File: src/rtl/gpb_pkg.sv
package gpb_pkg;
    localparam int unsigned LPB      = 8;
    localparam int unsigned RSV_LO   = 'h90;
    localparam int unsigned RSV_SPAN = 'h10;
    localparam int unsigned DIR_OFS  = 4;

    function automatic int unsigned bank_base(int unsigned b);
        int unsigned a;
        a = (b + 1) * 8;
        if (a >= RSV_LO) a = a + RSV_SPAN;
        return a;
    endfunction
endpackage

File: src/rtl/gpb_sync.sv
module gpb_sync #(
    parameter int unsigned W = 8
) (
    input  logic         clk,
    input  logic         rst_n,
    input  logic [W-1:0] async_i,
    output logic [W-1:0] sync_o
);
    typedef struct packed {
        logic [W-1:0] s1;
        logic [W-1:0] s2;
    } sync_t;

    sync_t st_d, st_q;

    always_comb begin
        st_d    = st_q;
        st_d.s1 = async_i;
        st_d.s2 = st_q.s1;
    end

    always_ff @(posedge clk or negedge rst_n) begin
        if (!rst_n) st_q <= '0;
        else        st_q <= st_d;
    end

    assign sync_o = st_q.s2;


    sync_stage_chk: assert property (@(posedge clk) disable iff (!rst_n)
        st_q.s2 == $past(st_q.s1));
endmodule

File: src/rtl/gpb_bank.sv
module gpb_bank
    import gpb_pkg::*;
#(
    parameter int unsigned VALID = 8
) (
    input  logic             clk,
    input  logic             rst_n,
    input  logic             wr_dat,
    input  logic             wr_dir,
    input  logic [VALID-1:0] wdata,
    input  logic [VALID-1:0] pin_sync,
    output logic [VALID-1:0] dir_o,
    output logic [VALID-1:0] out_o,
    output logic [LPB-1:0]   rd_dat,
    output logic [LPB-1:0]   rd_dir
);
    typedef struct packed {
        logic [VALID-1:0] dout;
        logic [VALID-1:0] dir;
    } bank_t;

    bank_t st_d, st_q;

    always_comb begin
        st_d = st_q;
        if (wr_dat) st_d.dout = wdata;
        if (wr_dir) st_d.dir  = wdata;
    end

    always_ff @(posedge clk or negedge rst_n) begin
        if (!rst_n) begin
            st_q.dout <= '0;
            st_q.dir  <= '1;
        end else begin
            st_q <= st_d;
        end
    end

    assign dir_o  = st_q.dir;
    assign out_o  = st_q.dout;
    assign rd_dat = LPB'((pin_sync & st_q.dir) | (st_q.dout & ~st_q.dir));
    assign rd_dir = LPB'(st_q.dir);


    dir_write_chk: assert property (@(posedge clk) disable iff (!rst_n)
        wr_dir |=> dir_o == $past(wdata));


    dat_write_chk: assert property (@(posedge clk) disable iff (!rst_n)
        (wr_dat && !wr_dir) |=> (out_o == $past(wdata)) && $stable(dir_o));
endmodule

File: src/rtl/gpb_addr_dec.sv
module gpb_addr_dec
    import gpb_pkg::*;
#(
    parameter int unsigned NBANK = 19,
    parameter int unsigned AW    = 12
) (
    input  logic [AW-1:0]    addr,
    output logic [NBANK-1:0] dat_hit,
    output logic [NBANK-1:0] dir_hit,
    output logic             any_hit
);
    for (genvar b = 0; b < NBANK; b++) begin : g_cmp
        localparam int unsigned BASE = bank_base(b);
        assign dat_hit[b] = (addr == AW'(BASE));
        assign dir_hit[b] = (addr == AW'(BASE + DIR_OFS));
    end

    assign any_hit = |{dat_hit, dir_hit};
endmodule

File: src/rtl/gpio_bank_ctrl.sv
module gpio_bank_ctrl
    import gpb_pkg::*;
#(
    parameter int unsigned NUM_LINES = 148,
    parameter int unsigned AW        = 12
) (
    input  logic                 clk,
    input  logic                 rst_n,
    input  logic                 bus_sel,
    input  logic                 bus_wr,
    input  logic [AW-1:0]        bus_addr,
    input  logic [31:0]          bus_wdata,
    output logic [31:0]          bus_rdata,
    input  logic [NUM_LINES-1:0] pad_in,
    output logic [NUM_LINES-1:0] pad_oe,
    output logic [NUM_LINES-1:0] pad_out
);
    localparam int unsigned NBANK = (NUM_LINES + LPB - 1) / LPB;

    typedef struct packed {
        logic [31:0] rdata;
    } top_t;

    top_t st_d, st_q;

    logic [NUM_LINES-1:0] pin_sync;
    logic [NBANK-1:0]     dat_hit, dir_hit;
    logic                 any_hit;
    logic [LPB-1:0]       rd_dat_all [NBANK];
    logic [LPB-1:0]       rd_dir_all [NBANK];
    logic [LPB-1:0]       rd_mux;
    logic                 unused_wdata_hi;

    assign unused_wdata_hi = ^bus_wdata[31:LPB];

    gpb_sync #(.W(NUM_LINES)) u_sync (
        .clk     (clk),
        .rst_n   (rst_n),
        .async_i (pad_in),
        .sync_o  (pin_sync)
    );

    gpb_addr_dec #(.NBANK(NBANK), .AW(AW)) u_dec (
        .addr    (bus_addr),
        .dat_hit (dat_hit),
        .dir_hit (dir_hit),
        .any_hit (any_hit)
    );

    for (genvar b = 0; b < NBANK; b++) begin : g_bank
        localparam int unsigned LEFT  = NUM_LINES - b * LPB;
        localparam int unsigned VALID = (LEFT >= LPB) ? LPB : LEFT;
        logic [VALID-1:0] dir_b, out_b;

        gpb_bank #(.VALID(VALID)) u_bank (
            .clk      (clk),
            .rst_n    (rst_n),
            .wr_dat   (bus_sel && bus_wr && dat_hit[b]),
            .wr_dir   (bus_sel && bus_wr && dir_hit[b]),
            .wdata    (bus_wdata[VALID-1:0]),
            .pin_sync (pin_sync[b*LPB +: VALID]),
            .dir_o    (dir_b),
            .out_o    (out_b),
            .rd_dat   (rd_dat_all[b]),
            .rd_dir   (rd_dir_all[b])
        );

        assign pad_oe[b*LPB +: VALID]  = ~dir_b;
        assign pad_out[b*LPB +: VALID] = out_b;
    end

    always_comb begin
        rd_mux = '0;
        for (int b = 0; b < int'(NBANK); b++) begin
            if (dat_hit[b]) rd_mux = rd_mux | rd_dat_all[b];
            if (dir_hit[b]) rd_mux = rd_mux | rd_dir_all[b];
        end
    end

    always_comb begin
        st_d = st_q;
        if (bus_sel && !bus_wr) st_d.rdata = 32'(rd_mux);
    end

    always_ff @(posedge clk or negedge rst_n) begin
        if (!rst_n) st_q <= '0;
        else        st_q <= st_d;
    end

    assign bus_rdata = st_q.rdata;


    dec_onehot_chk: assert property (@(posedge clk) disable iff (!rst_n)
        $onehot0({dat_hit, dir_hit}));


    rsv_window_chk: assert property (@(posedge clk) disable iff (!rst_n)
        (bus_sel && bus_addr >= AW'(RSV_LO) && bus_addr < AW'(RSV_LO + RSV_SPAN))
        |-> !any_hit);


    unmapped_read_chk: assert property (@(posedge clk) disable iff (!rst_n)
        (bus_sel && !bus_wr && !any_hit) |=> bus_rdata == 32'd0);


    upper_zero_chk: assert property (@(posedge clk) disable iff (!rst_n)
        bus_rdata[31:LPB] == '0);


    reset_state_chk: assert property (@(posedge clk) disable iff (!rst_n)
        $rose(rst_n) |-> (pad_oe == '0) && (pad_out == '0));


    rdata_hold_chk: assert property (@(posedge clk) disable iff (!rst_n)
        !(bus_sel && !bus_wr) |=> $stable(bus_rdata));
endmodule

File: config.mk
export PLATFORM = sky130hd
export DESIGN_NAME = gpio_bank_ctrl
export DESIGN_NICKNAME = d
export VERILOG_FILES = /design/src/rtl/gpb_pkg.sv /design/src/rtl/gpb_sync.sv /design/src/rtl/gpb_bank.sv /design/src/rtl/gpb_addr_dec.sv /design/src/rtl/gpio_bank_ctrl.sv
export SDC_FILE = /design/constraint.sdc
export NUM_CORES = 1
export LEC_CHECK = 0
export BUFFER_PORTS_ARGS = -buffer_cell sky130_fd_sc_hd__clkbuf_2
export CAP_MARGIN = 25
export CORE_AREA = 3 3 248 250
export CTS_BUF_LIST = sky130_fd_sc_hd__clkbuf_8
export CTS_CLUSTER_DIAMETER = 60
export DETAILED_ROUTE_END_ITERATION = 10
export DIE_AREA = 0 0 251 253
export GPL_ROUTABILITY_DRIVEN = 0
export MAX_ROUTING_LAYER = met4
export PLACE_DENSITY = 0.67
export SYNTH_ARGS = -nofsm -noshare
export SYNTH_HDL_FRONTEND = slang
export SYNTH_SLANG_ARGS = --single-unit
File: constraint.sdc
create_clock -name clk -period 3.2 [get_ports clk]
set_clock_uncertainty 0.2 [all_clocks]
set_input_delay 0.48 -clock clk [delete_from_list [all_inputs] [get_ports clk]]
set_output_delay 0.48 -clock clk [all_outputs]
set_load 0.05 [all_outputs]
==> metrics.txt <==
# TYPE chip_impl_metric gauge
chip_impl_info{name="hold_path_class",value="input port to async pin"} 1
chip_impl_metric{name="report.final.setup_viol",unit=""} 0
chip_impl_metric{name="grt_max_degree",unit=""} 100
chip_impl_metric{name="final_period_minus_worst_setup_slack",unit="ns"} 2.78
chip_impl_metric{name="synth_seq_area_share",unit="%"} 64.2
chip_impl_metric{name="post_route_cells_drive_above_1_share",unit="%"} 48.8
chip_impl_metric{name="floorplan.io_pins",unit=""} 524
chip_impl_metric{name="ys_seq_elements",unit=""} 600
chip_impl_metric{name="fp.dieArea",unit="um2"} 63500
chip_impl_metric{name="maxCapViolCount",unit=""} 0
chip_impl_metric{name="worst-r2r-setup-slack",unit="ns"} 0.42
chip_impl_metric{name="cts.clk_slew.worst_paths",unit="ns"} 0.07
chip_impl_metric{name="via_count",unit=""} 18940
chip_impl_metric{name="antenna_found_initial",unit=""} 1
chip_impl_metric{name="required",unit="ns"} 3.61
chip_impl_metric{name="post_synth_inst_count",unit=""} 1716
chip_impl_metric{name="max_freq",unit="MHz"} 360
chip_impl_metric{name="rr_worst_depth",unit=""} 6
chip_impl_metric{name="report.power.total",unit="mW"} 16.3
chip_impl_info{name="setup_repair_after_global_routing_missed_its_margin",value="no"} 1
chip_impl_metric{name="die_y",unit="um"} 253
chip_impl_metric{name="clkLatencyLatePin",unit="ns"} 0.71
chip_impl_metric{name="drt-pass1-iter-count",unit=""} 6
chip_impl_metric{name="timing_max_transition_violations_final",unit=""} 0
chip_impl_metric{name="yosysUniqueCellTypes",unit=""} 70
chip_impl_metric{name="timing.setup.tns",unit="ns"} 0
chip_impl_metric{name="dpl.hpwl",unit="um"} 76300
chip_impl_metric{name="wire_length_of_the_first_global_routing_pass",unit="um"} 141000
chip_impl_info{name="timing.critical_path.from",value="g_bank[4].u_bank.dir_o[7]$_DFFE_PN1P_"} 1
chip_impl_metric{name="design.final.nets",unit=""} 2670
chip_impl_metric{name="number_of_warnings_printed_during_yosys_synthesis",unit=""} 0
chip_impl_metric{name="worst_slew_margin_relative_to_its_limit",unit="%"} 27.1
chip_impl_metric{name="synth.cell_area",unit="um2"} 23700
chip_impl_metric{name="synth_edf_count",unit=""} 0
chip_impl_metric{name="crit_arrival",unit="ns"} 3.18
chip_impl_info{name="timing.rr.end",value="bus_rdata[7]$_DFFE_PN0P_"} 1
chip_impl_metric{name="detail_route.wl_per_cell",unit="um"} 30.5
chip_impl_metric{name="htreeDepth",unit=""} 3
chip_impl_metric{name="globalRoute.totalOverflow",unit=""} 0
chip_impl_metric{name="initial_core_util",unit="%"} 39.9
chip_impl_info{name="status",value="finished, final reports clean"} 1
chip_impl_metric{name="drt_drc_violations_left",unit=""} 0
chip_impl_info{name="worstSetupEndpointType",value="flip-flop"} 1
chip_impl_metric{name="route.antenna.remaining_nets",unit=""} 0
chip_impl_metric{name="detail_route.iter0.violations",unit=""} 2445
chip_impl_info{name="worst_r2r_startpoint",value="g_bank[4].u_bank.dir_o[7]$_DFFE_PN1P_"} 1
chip_impl_metric{name="leakage",unit="nW"} 14.4
chip_impl_metric{name="std_cell_rows",unit=""} 89
chip_impl_metric{name="cts_repair_resize_count",unit=""} 0
chip_impl_metric{name="cts_inserted_buffers",unit=""} 101
chip_impl_info{name="synth_top_cells_by_area",value="dfrtp_1 (48%), dfstp_2 (16%), mux2_2 (14%)"} 1
chip_impl_metric{name="timing_hold_violations_final",unit=""} 0
chip_impl_metric{name="area_growth_syn_to_layout",unit="%"} 32.8
chip_impl_metric{name="die_w",unit="um"} 251
chip_impl_info{name="tritoncts_clock_tree",value="built"} 1
chip_impl_metric{name="vias_per_cell",unit=""} 5.68
chip_impl_info{name="yosysTopAreaCell",value="dfrtp_1"} 1
chip_impl_metric{name="total_area_of_multi_input_combinational_cells",unit="um2"} 7460
chip_impl_metric{name="finalHoldWorstSlack",unit="ns"} 0.0979
chip_impl_info{name="crit_path_start_kind",value="flip-flop"} 1
chip_impl_metric{name="postRouteWirelength",unit="um"} 102000
chip_impl_metric{name="final_min_period_over_clock_period",unit="%"} 86.8
chip_impl_info{name="layout.cells.most_common",value="clkbuf_2"} 1
chip_impl_metric{name="asyncSetResetFlopFracSynth",unit="%"} 100
chip_impl_metric{name="synth.top_cell.area_share",unit="%"} 47.8
chip_impl_metric{name="buffer_ports.inserted",unit=""} 475
chip_impl_metric{name="grt_pass1_vias",unit=""} 19322
chip_impl_metric{name="core_region_area",unit="um2"} 59200
chip_impl_info{name="most_used_flip_flop_cell_after_synthesis",value="dfrtp_1"} 1
chip_impl_metric{name="num-fill-cells",unit=""} 5118
chip_impl_info{name="critical_path_class",value="flip-flop to flip-flop"} 1
chip_impl_metric{name="global_route.usage.total",unit="%"} 32.6
chip_impl_metric{name="clock_tree.buffer_depth",unit=""} 3
chip_impl_metric{name="measured_slew_at_the_worst_slew_check_pin",unit="ns"} 1.09
chip_impl_metric{name="power.density",unit="nW/um2"} 520
chip_impl_metric{name="syn_area_per_cell",unit="um2"} 13.8
chip_impl_info{name="most-common-layout-cells",value="clkbuf_2 (474), dfrtp_1 (452), mux2_2 (304)"} 1
chip_impl_metric{name="register_area",unit="um2"} 15200
chip_impl_metric{name="timing.critical_path.fanout_max",unit=""} 4
chip_impl_info{name="cts_root_buf",value="clkbuf_8"} 1
chip_impl_metric{name="cts.sinks",unit=""} 600
chip_impl_metric{name="max-vdd-ir-drop",unit="mV"} 0.324
## worst max-delay path, cell delays in order, from the launching register on
cell,delay (ns)
dfstp_2,0.62
mux2i_1,0.50
o22ai_1,0.15
or4_1,0.49
a22oi_1,0.26
nand4b_1,0.14
o32a_1,0.32
## synth_stat cells, types with 4 or more instances
cell type and number:
a311oi_1 8, nand3_1 32, a22oi_1 24, a32oi_1 11, inv_1 152, a21oi_1 25, o31ai_1 6, a32o_1 6
buf_2 18, nor4_1 8, a211o_1 4, nand2_2 9, buf_4 32, mux2_2 304, a31oi_1 10, nand4_1 7
or4_1 7, dfrtp_1 452, o21ai_0 41, o211ai_1 11, nor3_1 27, o32a_1 6, buf_6 4, mux2i_1 89
buf_1 7, or4b_2 4, a2111oi_0 5, clkbuf_1 53, a222oi_1 5, nand2_1 40, o22ai_1 37, nand3_2 10
o2111ai_1 10, and3_1 11, nor4bb_1 4, dfstp_2 148, o32ai_1 8, nor2_1 31
## power by group
part           switching (mW)  total (mW)  internal [mW]  leakage [nW]
combinational           0.624       0.946          0.322          5.98
clock                    3.20        7.47           4.26          1.27
sequential              0.111        7.92           7.81          7.14
## per-stage QoR
| stage | util (%) | instances | area, um2 | worst slack (ns) |
|---|---|---|---|---|
| after floorplan | - | 1739 | 23800 | 0.665 |
| after global placement | 46.6 | 2990 | 27600 | 0.105 |
| after detailed placement | 46.6 | 2990 | 27600 | 0.0995 |
| after CTS | 52.9 | 3330 | 31400 | 0.499 |
| after global routing | 53.0 | 3335 | 31400 | 0.370 |
| final | 53.0 | 3336 | 31400 | 0.423 |
## final cells by class
type                    count  area share [%]
multi-input cells         873            23.7
flip-flops and latches    600            48.4
diodes                      2          0.0159
clock inverters            55            1.31
repair buffers            746            15.8
inverters                 152            1.82
clock buffers             135            5.91
well taps                 773            3.08
## how the worst max path moves through the flow
stage,depth (start not counted),end
final,6,bus_rdata[7]$_DFFE_PN0P_
after global routing,6,bus_rdata[3]$_DFFE_PN0P_
after CTS,6,bus_rdata[7]$_DFFE_PN0P_
after detailed placement,9,bus_rdata[3]$_DFFE_PN0P_
after global placement,9,bus_rdata[5]$_DFFE_PN0P_
after floorplan,8,bus_rdata[4]$_DFFE_PN0P_
## cell families after synthesis
kind of cell,Yosys count,share of synthesized area [%]
AND/OR/NAND/NOR,226,5.73
multiplexers,393,18.2
AO/OA/AOI/OAI,230,6.85
other,1,0.0158
flip-flops,600,64.2
buffers and inverters,266,4.95
## flip-flops by register name, summed over array words and instances (netlist names)
name	count
bus_rdata	8
g_bank.u_bank.dir_o	148
g_bank.u_bank.out_o	148
u_sync.st_d	148
u_sync.sync_o	148
## layer usage
layer	track usage, %	part of all wire, %
met1	38.3	36
met2	51.0	46
met3	10.3	11
met4	16.0	6.0
met5	-	0
## what timing repair did
action                    4_1_cts  5_1_grt
buffers inserted                0        0
hold endpoints to repair      305        3
hold buffers                  150        1
(Power assumes the default switching activity.)
